File: src/rtl/seg_xlate_pkg.sv
package seg_xlate_pkg;

    typedef enum logic [1:0] {
        ST_IDLE  = 2'd0,
        ST_MREQ  = 2'd1,
        ST_MWAIT = 2'd2,
        ST_RESP  = 2'd3
    } xl_state_e;

    typedef enum logic [1:0] {
        CAUSE_NONE    = 2'd0,
        CAUSE_BOUNDS  = 2'd1,
        CAUSE_INVALID = 2'd2,
        CAUSE_PROT    = 2'd3
    } xl_cause_e;

    localparam logic [1:0] ACC_READ  = 2'd0;
    localparam logic [1:0] ACC_WRITE = 2'd1;
    localparam logic [1:0] ACC_EXEC  = 2'd2;

    localparam logic [1:0] SEG_CODE   = 2'b00;
    localparam logic [1:0] SEG_HEAP   = 2'b01;
    localparam logic [1:0] SEG_UNUSED = 2'b10;
    localparam logic [1:0] SEG_STACK  = 2'b11;

    localparam int SEG_W      = 2;
    localparam int SEG_SLOTS  = 4;

    // page table entry flag positions
    localparam int PTE_VALID_BIT   = 16;
    localparam int PTE_READ_BIT    = 17;
    localparam int PTE_WRITE_BIT   = 18;
    localparam int PTE_EXEC_BIT    = 19;
    localparam int PTE_PRESENT_BIT = 20;
    localparam int PTE_DIRTY_BIT   = 21;

endpackage

File: src/rtl/seg_regs.sv
module seg_regs
    import seg_xlate_pkg::*;
#(
    parameter int PA_W  = 16,
    parameter int BND_W = 3
) (
    input  logic             clk,
    input  logic             rst_n,
    input  logic             we,
    input  logic [SEG_W-1:0] wseg,
    input  logic [PA_W-1:0]  wbase,
    input  logic [BND_W-1:0] wbound,
    input  logic [SEG_W-1:0] rseg,
    output logic [PA_W-1:0]  rbase,
    output logic [BND_W-1:0] rbound,
    output logic             rseg_ok
);

    logic [SEG_SLOTS-1:0][PA_W-1:0]  base_all;
    logic [SEG_SLOTS-1:0][BND_W-1:0] bound_all;

    for (genvar g = 0; g < SEG_SLOTS; g++) begin : g_slot
        if (g == int'(SEG_UNUSED)) begin : g_hole
            assign base_all[g]  = '0;
            assign bound_all[g] = '0;
        end else begin : g_pair
            logic [PA_W-1:0]  base_d,  base_q;
            logic [BND_W-1:0] bound_d, bound_q;

            always_comb begin
                base_d  = base_q;
                bound_d = bound_q;
                if (we && (wseg == SEG_W'(g))) begin
                    base_d  = wbase;
                    bound_d = wbound;
                end
            end

            always_ff @(posedge clk or negedge rst_n) begin
                if (!rst_n) begin
                    base_q  <= '0;
                    bound_q <= '0;
                end else begin
                    base_q  <= base_d;
                    bound_q <= bound_d;
                end
            end

            assign base_all[g]  = base_q;
            assign bound_all[g] = bound_q;
        end
    end

    assign rbase   = base_all[rseg];
    assign rbound  = bound_all[rseg];
    assign rseg_ok = (rseg != SEG_UNUSED);

endmodule

File: src/rtl/seg_pte_check.sv
module seg_pte_check
    import seg_xlate_pkg::*;
#(
    parameter int PTE_W = 32,
    parameter int PPN_W = 6
) (
    input  logic [PTE_W-1:0] pte,
    input  logic [1:0]       acc,
    output logic [PPN_W-1:0] ppn,
    output xl_cause_e        cause
);

    logic live;
    logic allowed;
    logic unused_pte_bits;

    assign ppn  = pte[PPN_W-1:0];
    assign live = pte[PTE_VALID_BIT] & pte[PTE_PRESENT_BIT];
    // the dirty bit and any spare bits play no part in the decision
    assign unused_pte_bits = ^pte;

    always_comb begin
        unique case (acc)
            ACC_READ:  allowed = pte[PTE_READ_BIT];
            ACC_WRITE: allowed = pte[PTE_WRITE_BIT];
            ACC_EXEC:  allowed = pte[PTE_EXEC_BIT];
            default:   allowed = 1'b0;
        endcase
    end

    always_comb begin
        if (!live) begin
            cause = CAUSE_INVALID;
        end else if (!allowed) begin
            cause = CAUSE_PROT;
        end else begin
            cause = CAUSE_NONE;
        end
    end

endmodule

File: src/rtl/seg_xlate.sv
module seg_xlate
    import seg_xlate_pkg::*;
#(
    parameter int VA_W  = 14,
    parameter int OFF_W = 10,
    parameter int PA_W  = 16,
    parameter int PTE_W = 32
) (
    input  logic                      clk,
    input  logic                      rst_n,
    input  logic                      req_valid,
    output logic                      req_ready,
    input  logic [VA_W-1:0]           req_vaddr,
    input  logic [1:0]                req_acc,
    output logic                      rsp_valid,
    input  logic                      rsp_ready,
    output logic                      rsp_fault,
    output logic [1:0]                rsp_cause,
    output logic [PA_W-1:0]           rsp_paddr,
    input  logic                      cfg_we,
    input  logic [1:0]                cfg_seg,
    input  logic [PA_W-1:0]           cfg_base,
    input  logic [VA_W-OFF_W-2:0]     cfg_bound,
    output logic                      mem_req_valid,
    input  logic                      mem_req_ready,
    output logic [PA_W-1:0]           mem_req_addr,
    input  logic                      mem_rsp_valid,
    input  logic [PTE_W-1:0]          mem_rsp_data
);

    localparam int IDX_W = VA_W - SEG_W - OFF_W;
    localparam int BND_W = IDX_W + 1;
    localparam int PPN_W = PA_W - OFF_W;

    typedef struct packed {
        xl_state_e        state;
        logic [OFF_W-1:0] off;
        logic [1:0]       acc;
        logic [PA_W-1:0]  maddr;
        logic [PA_W-1:0]  paddr;
        xl_cause_e        cause;
    } xl_reg_t;

    xl_reg_t xl_d, xl_q;

    logic [SEG_W-1:0] req_seg;
    logic [IDX_W-1:0] req_idx;
    logic [PA_W-1:0]  seg_base;
    logic [BND_W-1:0] seg_bound;
    logic             seg_ok;
    logic [PPN_W-1:0] pte_ppn;
    xl_cause_e        pte_cause;

    assign req_seg = req_vaddr[VA_W-1 -: SEG_W];
    assign req_idx = req_vaddr[OFF_W +: IDX_W];

    seg_regs #(
        .PA_W  (PA_W),
        .BND_W (BND_W)
    ) u_regs (
        .clk     (clk),
        .rst_n   (rst_n),
        .we      (cfg_we),
        .wseg    (cfg_seg),
        .wbase   (cfg_base),
        .wbound  (cfg_bound),
        .rseg    (req_seg),
        .rbase   (seg_base),
        .rbound  (seg_bound),
        .rseg_ok (seg_ok)
    );

    seg_pte_check #(
        .PTE_W (PTE_W),
        .PPN_W (PPN_W)
    ) u_pte (
        .pte   (mem_rsp_data),
        .acc   (xl_q.acc),
        .ppn   (pte_ppn),
        .cause (pte_cause)
    );

    always_comb begin
        xl_d = xl_q;
        unique case (xl_q.state)
            ST_IDLE: begin
                if (req_valid) begin
                    xl_d.off = req_vaddr[OFF_W-1:0];
                    xl_d.acc = req_acc;
                    if (!seg_ok || ({1'b0, req_idx} >= seg_bound)) begin
                        xl_d.cause = CAUSE_BOUNDS;
                        xl_d.paddr = '0;
                        xl_d.state = ST_RESP;
                    end else begin
                        xl_d.maddr = seg_base + (PA_W'(req_idx) << 2);
                        xl_d.state = ST_MREQ;
                    end
                end
            end
            ST_MREQ: begin
                if (mem_req_ready) begin
                    xl_d.state = ST_MWAIT;
                end
            end
            ST_MWAIT: begin
                if (mem_rsp_valid) begin
                    xl_d.cause = pte_cause;
                    xl_d.paddr = (pte_cause == CAUSE_NONE) ? {pte_ppn, xl_q.off} : '0;
                    xl_d.state = ST_RESP;
                end
            end
            ST_RESP: begin
                if (rsp_ready) begin
                    xl_d.state = ST_IDLE;
                end
            end
            default: xl_d.state = ST_IDLE;
        endcase
    end

    always_ff @(posedge clk or negedge rst_n) begin
        if (!rst_n) begin
            xl_q <= '{state: ST_IDLE, off: '0, acc: '0, maddr: '0, paddr: '0, cause: CAUSE_NONE};
        end else begin
            xl_q <= xl_d;
        end
    end

    assign req_ready     = (xl_q.state == ST_IDLE);
    assign mem_req_valid = (xl_q.state == ST_MREQ);
    assign mem_req_addr  = xl_q.maddr;
    assign rsp_valid     = (xl_q.state == ST_RESP);
    assign rsp_cause     = xl_q.cause;
    assign rsp_fault     = (xl_q.cause != CAUSE_NONE);
    assign rsp_paddr     = xl_q.paddr;

endmodule

File: config.mk
export PLATFORM = sky130hd
export DESIGN_NAME = seg_xlate
export DESIGN_NICKNAME = d
export VERILOG_FILES = /design/src/rtl/seg_xlate_pkg.sv /design/src/rtl/seg_regs.sv /design/src/rtl/seg_pte_check.sv /design/src/rtl/seg_xlate.sv
export SDC_FILE = /design/constraint.sdc
export NUM_CORES = 1
export LEC_CHECK = 0
export ABC_AREA = 1
export BUFFER_PORTS_ARGS = -buffer_cell sky130_fd_sc_hd__buf_2
export CELL_PAD_IN_SITES_DETAIL_PLACEMENT = 1
export CELL_PAD_IN_SITES_GLOBAL_PLACEMENT = 1
export CORE_MARGIN = 2
export CORE_UTILIZATION = 40
export DETAILED_ROUTE_END_ITERATION = 10
export PLACE_DENSITY = 0.78
export SLEW_MARGIN = 0
export SYNTH_ARGS = -nofsm -noshare
export SYNTH_HDL_FRONTEND = slang
export SYNTH_SLANG_ARGS = --single-unit
File: constraint.sdc
create_clock -name clk -period 2.39 [get_ports clk]
set_input_delay 0.239 -clock clk [delete_from_list [all_inputs] [get_ports clk]]
set_output_delay 0.239 -clock clk [all_outputs]
set_load 0.005 [all_outputs]
==> out/metrics.cfg <==
[status]
outcome = finished, final reports clean

[place]
io_buffers = 92
dp_hpwl_um = 9890
routabilityCongestion = 0.770

[final_layout]
antenna_cells = 0
syn_to_final_growth_pct = 16.7
multi_input_area_mm2 = 0.00201
fillers = 1600
final_nets = 825
drive_gt1_share_pct = 19.7
regArea_mm2 = 0.00263
final_util_pct = 48.3

[routing]
drcViolationCount = 0
wl_um = 14300
drtIter0Drc = 280
via_per_inst = 5.00
dr.pass1.iters = 5
num_vias = 4587
wl_per_cell_um = 15.6
ant_nets = 0

[clock_tree]
worst_setup_hold_path_clk_slew_ns = 0.07
cts_made_buffers = 9
cts_tree = done
clock_latency_ns = 0.34
clock-sinks = 105
cts_setup_buffers = 0
root_buffer = clkbuf_16
clockBufferDepth = 2
cts_max_level = 3

[sta]
hold_viol = 0
max_freq_mhz = 453
rsz0062_at_grt = false
drv_slew = 0
setup_viol = 0
finalCriticalPeriod_ns = 2.21
worst_pin_slew_ns = 0.673
period_share_pct = 92.3
holdWs_ns = 0.109
final.setup_skew_ns = 0.00582
max_slew_margin_pct = 55.1

[pwr]
clockPowerShare_pct = 29.2
power.switching_mw = 1.96
intPower_mw = 3.88
power_density_mw_per_mm2 = 948
power_frac_seq_pct = 42.0
vdd_drop_max_mv = 0.317
p_leak_nw = 3.36
comb_power_share_pct = 28.8
swShare_pct = 33.6

[synthesis]
syn_inst = 674
synth_nets = 759
syn_avg_cell_area_um2 = 7.84
synth_seq_area_share_pct = 49.7
synth-edff-count = 0
yosysTopAreaCellShare_pct = 49.7
yosysWarnings = 0
synth.largest_area_cell = dfrtp_1
async_flop_share_pct = 100
synth_cell_types = 32
synth_area_mm2 = 0.00528
ys.flop_type = dfrtp_1
ys_ff_latch = 105
ys_top_cells_by_area = dfrtp_1 50%, nand2_1 15%, o21ai_0 8.3%

[grt]
grt_antenna_before_repair = 0
grt_max_degree = 47
grt_overflow_total = 0
grt_use_met2_pct = 35.3
grt_first_pass_wirelength_um = 24000
met1_usage_pct = 27.3
grt.busiest_layer = met2
grt_usage_pct = 21.0
use_met3_pct = 3.93
grt_pass1_vias = 4993

[critical_path]
required_ns = 2.67
crit_family = compound AO/OA/AOI/OAI gates
path_cells = o21ai_0 -> a2bb2oi_1 -> ha_1 -> o21ai_1 -> nand2_1 -> o21ai_1 -> o21ai_2 -> nand2_2 -> nand2_4 -> nand2_8 -> nand2_1 -> nand2_1
critPathSlowestCell = dfrtp_1
path_class = reg2reg
crit_path_start_kind = flip-flop
crit_path_frequent_cell = nand2_1
worstPathArrival_ns = 2.48
end_kind = flip-flop
crit_buf_inv = 0
max_stage_delay_ns = 0.40
cp_max_fo = 19

[die]
die_h_um = 119
fp-row-count = 41
dieWidth_um = 119
boundaryPins = 114
coreArea_mm2 = 0.0128
start_util_pct = 41.4
die-area_mm2 = 0.0141

[flow_run]
cap_violations = 0

[worst_hold_path]
hold_path_class = in2reg

[Yosys cell counts (2+ instances only)]
library cell,instances
o22ai_1,2
o21ai_0,88
xor2_1,3
nand2_4,2
nor2_1,32
or2_2,4
nand2_1,215
a21oi_1,3
ha_1,8
dfrtp_1,105
inv_2,3
nor2_4,2
buf_4,36
nand3_1,49
buf_2,9
inv_1,79
a31oi_1,2
clkbuf_1,15
nor3_1,2
nand4_1,3
[state kept, by name (all words and copies together) (netlist names)]
| name | flops |
|---|---|
| xl_q | 14 |
| rsp_cause | 2 |
| rsp_paddr | 16 |
| u_regs.g_slot.g_pair.base_q | 48 |
| u_regs.g_slot.g_pair.bound_q | 9 |
| mem_req_addr | 16 |
[through the flow]
stage | setup TNS, ns | instances | instance area [um^2] | power, mW | worst slack, ns
after floorplan | 0 | 674 | 5280 | 3.66 | 0.331
after global placement | 0 | 899 | 5770 | 3.99 | 0.0386
after detailed placement | -0.0124 | 899 | 5770 | 4.11 | -0.0104
after CTS | 0 | 916 | 6130 | 5.85 | 0.103
after global routing | 0 | 917 | 6160 | 6.22 | 0.0123
final | 0 | 917 | 6160 | 5.85 | 0.183
[cell families (layout without fill, tap and decap cells)]
logic type | count (synthesis) | count (layout) | synth area share [%]
xor gates and xnor gates | 3 | 3 | 0.497
AOI/OAI and AO/OA | 101 | 101 | 9.97
DFF | 105 | 105 | 49.7
adders and majority gates | 9 | 9 | 2.27
buffers and inverters | 143 | 213 | 13.0
and+or+nand+nor | 313 | 314 | 24.6
[final cells by class]
cell class	instances	area share [%]
clock buffer	11	3.94
clock inverter	5	1.66
inverter	83	5.07
multi-input combinational	427	32.6
sequential	105	42.6
tap	172	3.49
timing repair buffer	114	10.6
[path summary, 6_finish.rpt]
path / cells after the start / startpoint / slack [ns] / to
max: 12 / u_regs.g_slot[1].g_pair.bound_q[1] / 0.18 / rsp_cause[0]
min: 3 / req_vaddr[6] / 0.11 / xl_q[42]
max reg2reg: 12 / u_regs.g_slot[1].g_pair.bound_q[1] / 0.18 / rsp_cause[0]
min reg2reg: 2 / rsp_paddr[1] / 0.47 / rsp_paddr[1]
max in group asynchronous: 3 / rst_n / 1.31 / mem_req_addr[7]
min in group asynchronous: 2 / rst_n / 0.42 / u_regs.g_slot[0].g_pair.base_q[13]
[worst min-delay path, cell delays in order]
cell and delay, ns:
buf_2 0.08, nand2_1 0.04, o21ai_0 0.06
[placed cells by master (no fill, tap or decap)]
cell	Yosys	layout
a211oi_1	1	1
a21o_1	1	1
a21oi_1	3	3
a2bb2oi_1	1	1
a31oi_1	2	2
a32oi_2	0	1
buf_12	0	2
buf_2	9	91
buf_4	36	20
bufinv_16	0	3
clkbuf_1	15	1
clkbuf_16	0	9
clkbuf_8	0	1
clkinv_2	1	2
clkinvlp_4	0	1
dfrtp_1	105	105
dlygate4sd3_1	0	1
fa_1	1	1
ha_1	8	8
inv_1	79	78
inv_2	3	4
nand2_1	215	215
nand2_2	1	1
nand2_4	2	1
nand2_8	0	1
nand3_1	49	48
nand3_2	0	1
nand3b_1	1	1
nand4_1	3	3
nor2_1	32	32
nor2_4	2	4
nor3_1	2	2
o21ai_0	88	85
o21ai_1	1	4
o21ai_2	1	1
o22ai_1	2	2
or2_1	1	1
or2_2	4	4
xor2_1	3	3
[repair_timing]
item | in CTS | in global routing
hold buffers | 1 | 0
hold endpoints to repair | 40 | 0
gates resized for setup | 0 | 9
setup endpoints to repair | 0 | 34
[metal layers]
metal  up-vias  wire [um]
li1       2203          -
met1      2267       6600
met2        99       6950
met3        18        539
met4         0        225
met5         -          0
[power by group through the flow]
stage / combinational (mW) / sequential, mW / clock, mW
global route: 1.91 / 2.51 / 1.81
detailed placement: 1.62 / 2.48 / 0
CTS: 1.66 / 2.45 / 1.74
floorplan: 1.24 / 2.41 / 0
global placement: 1.54 / 2.45 / 0
finish: 1.68 / 2.46 / 1.71
Power figures use the tool's default switching activity.
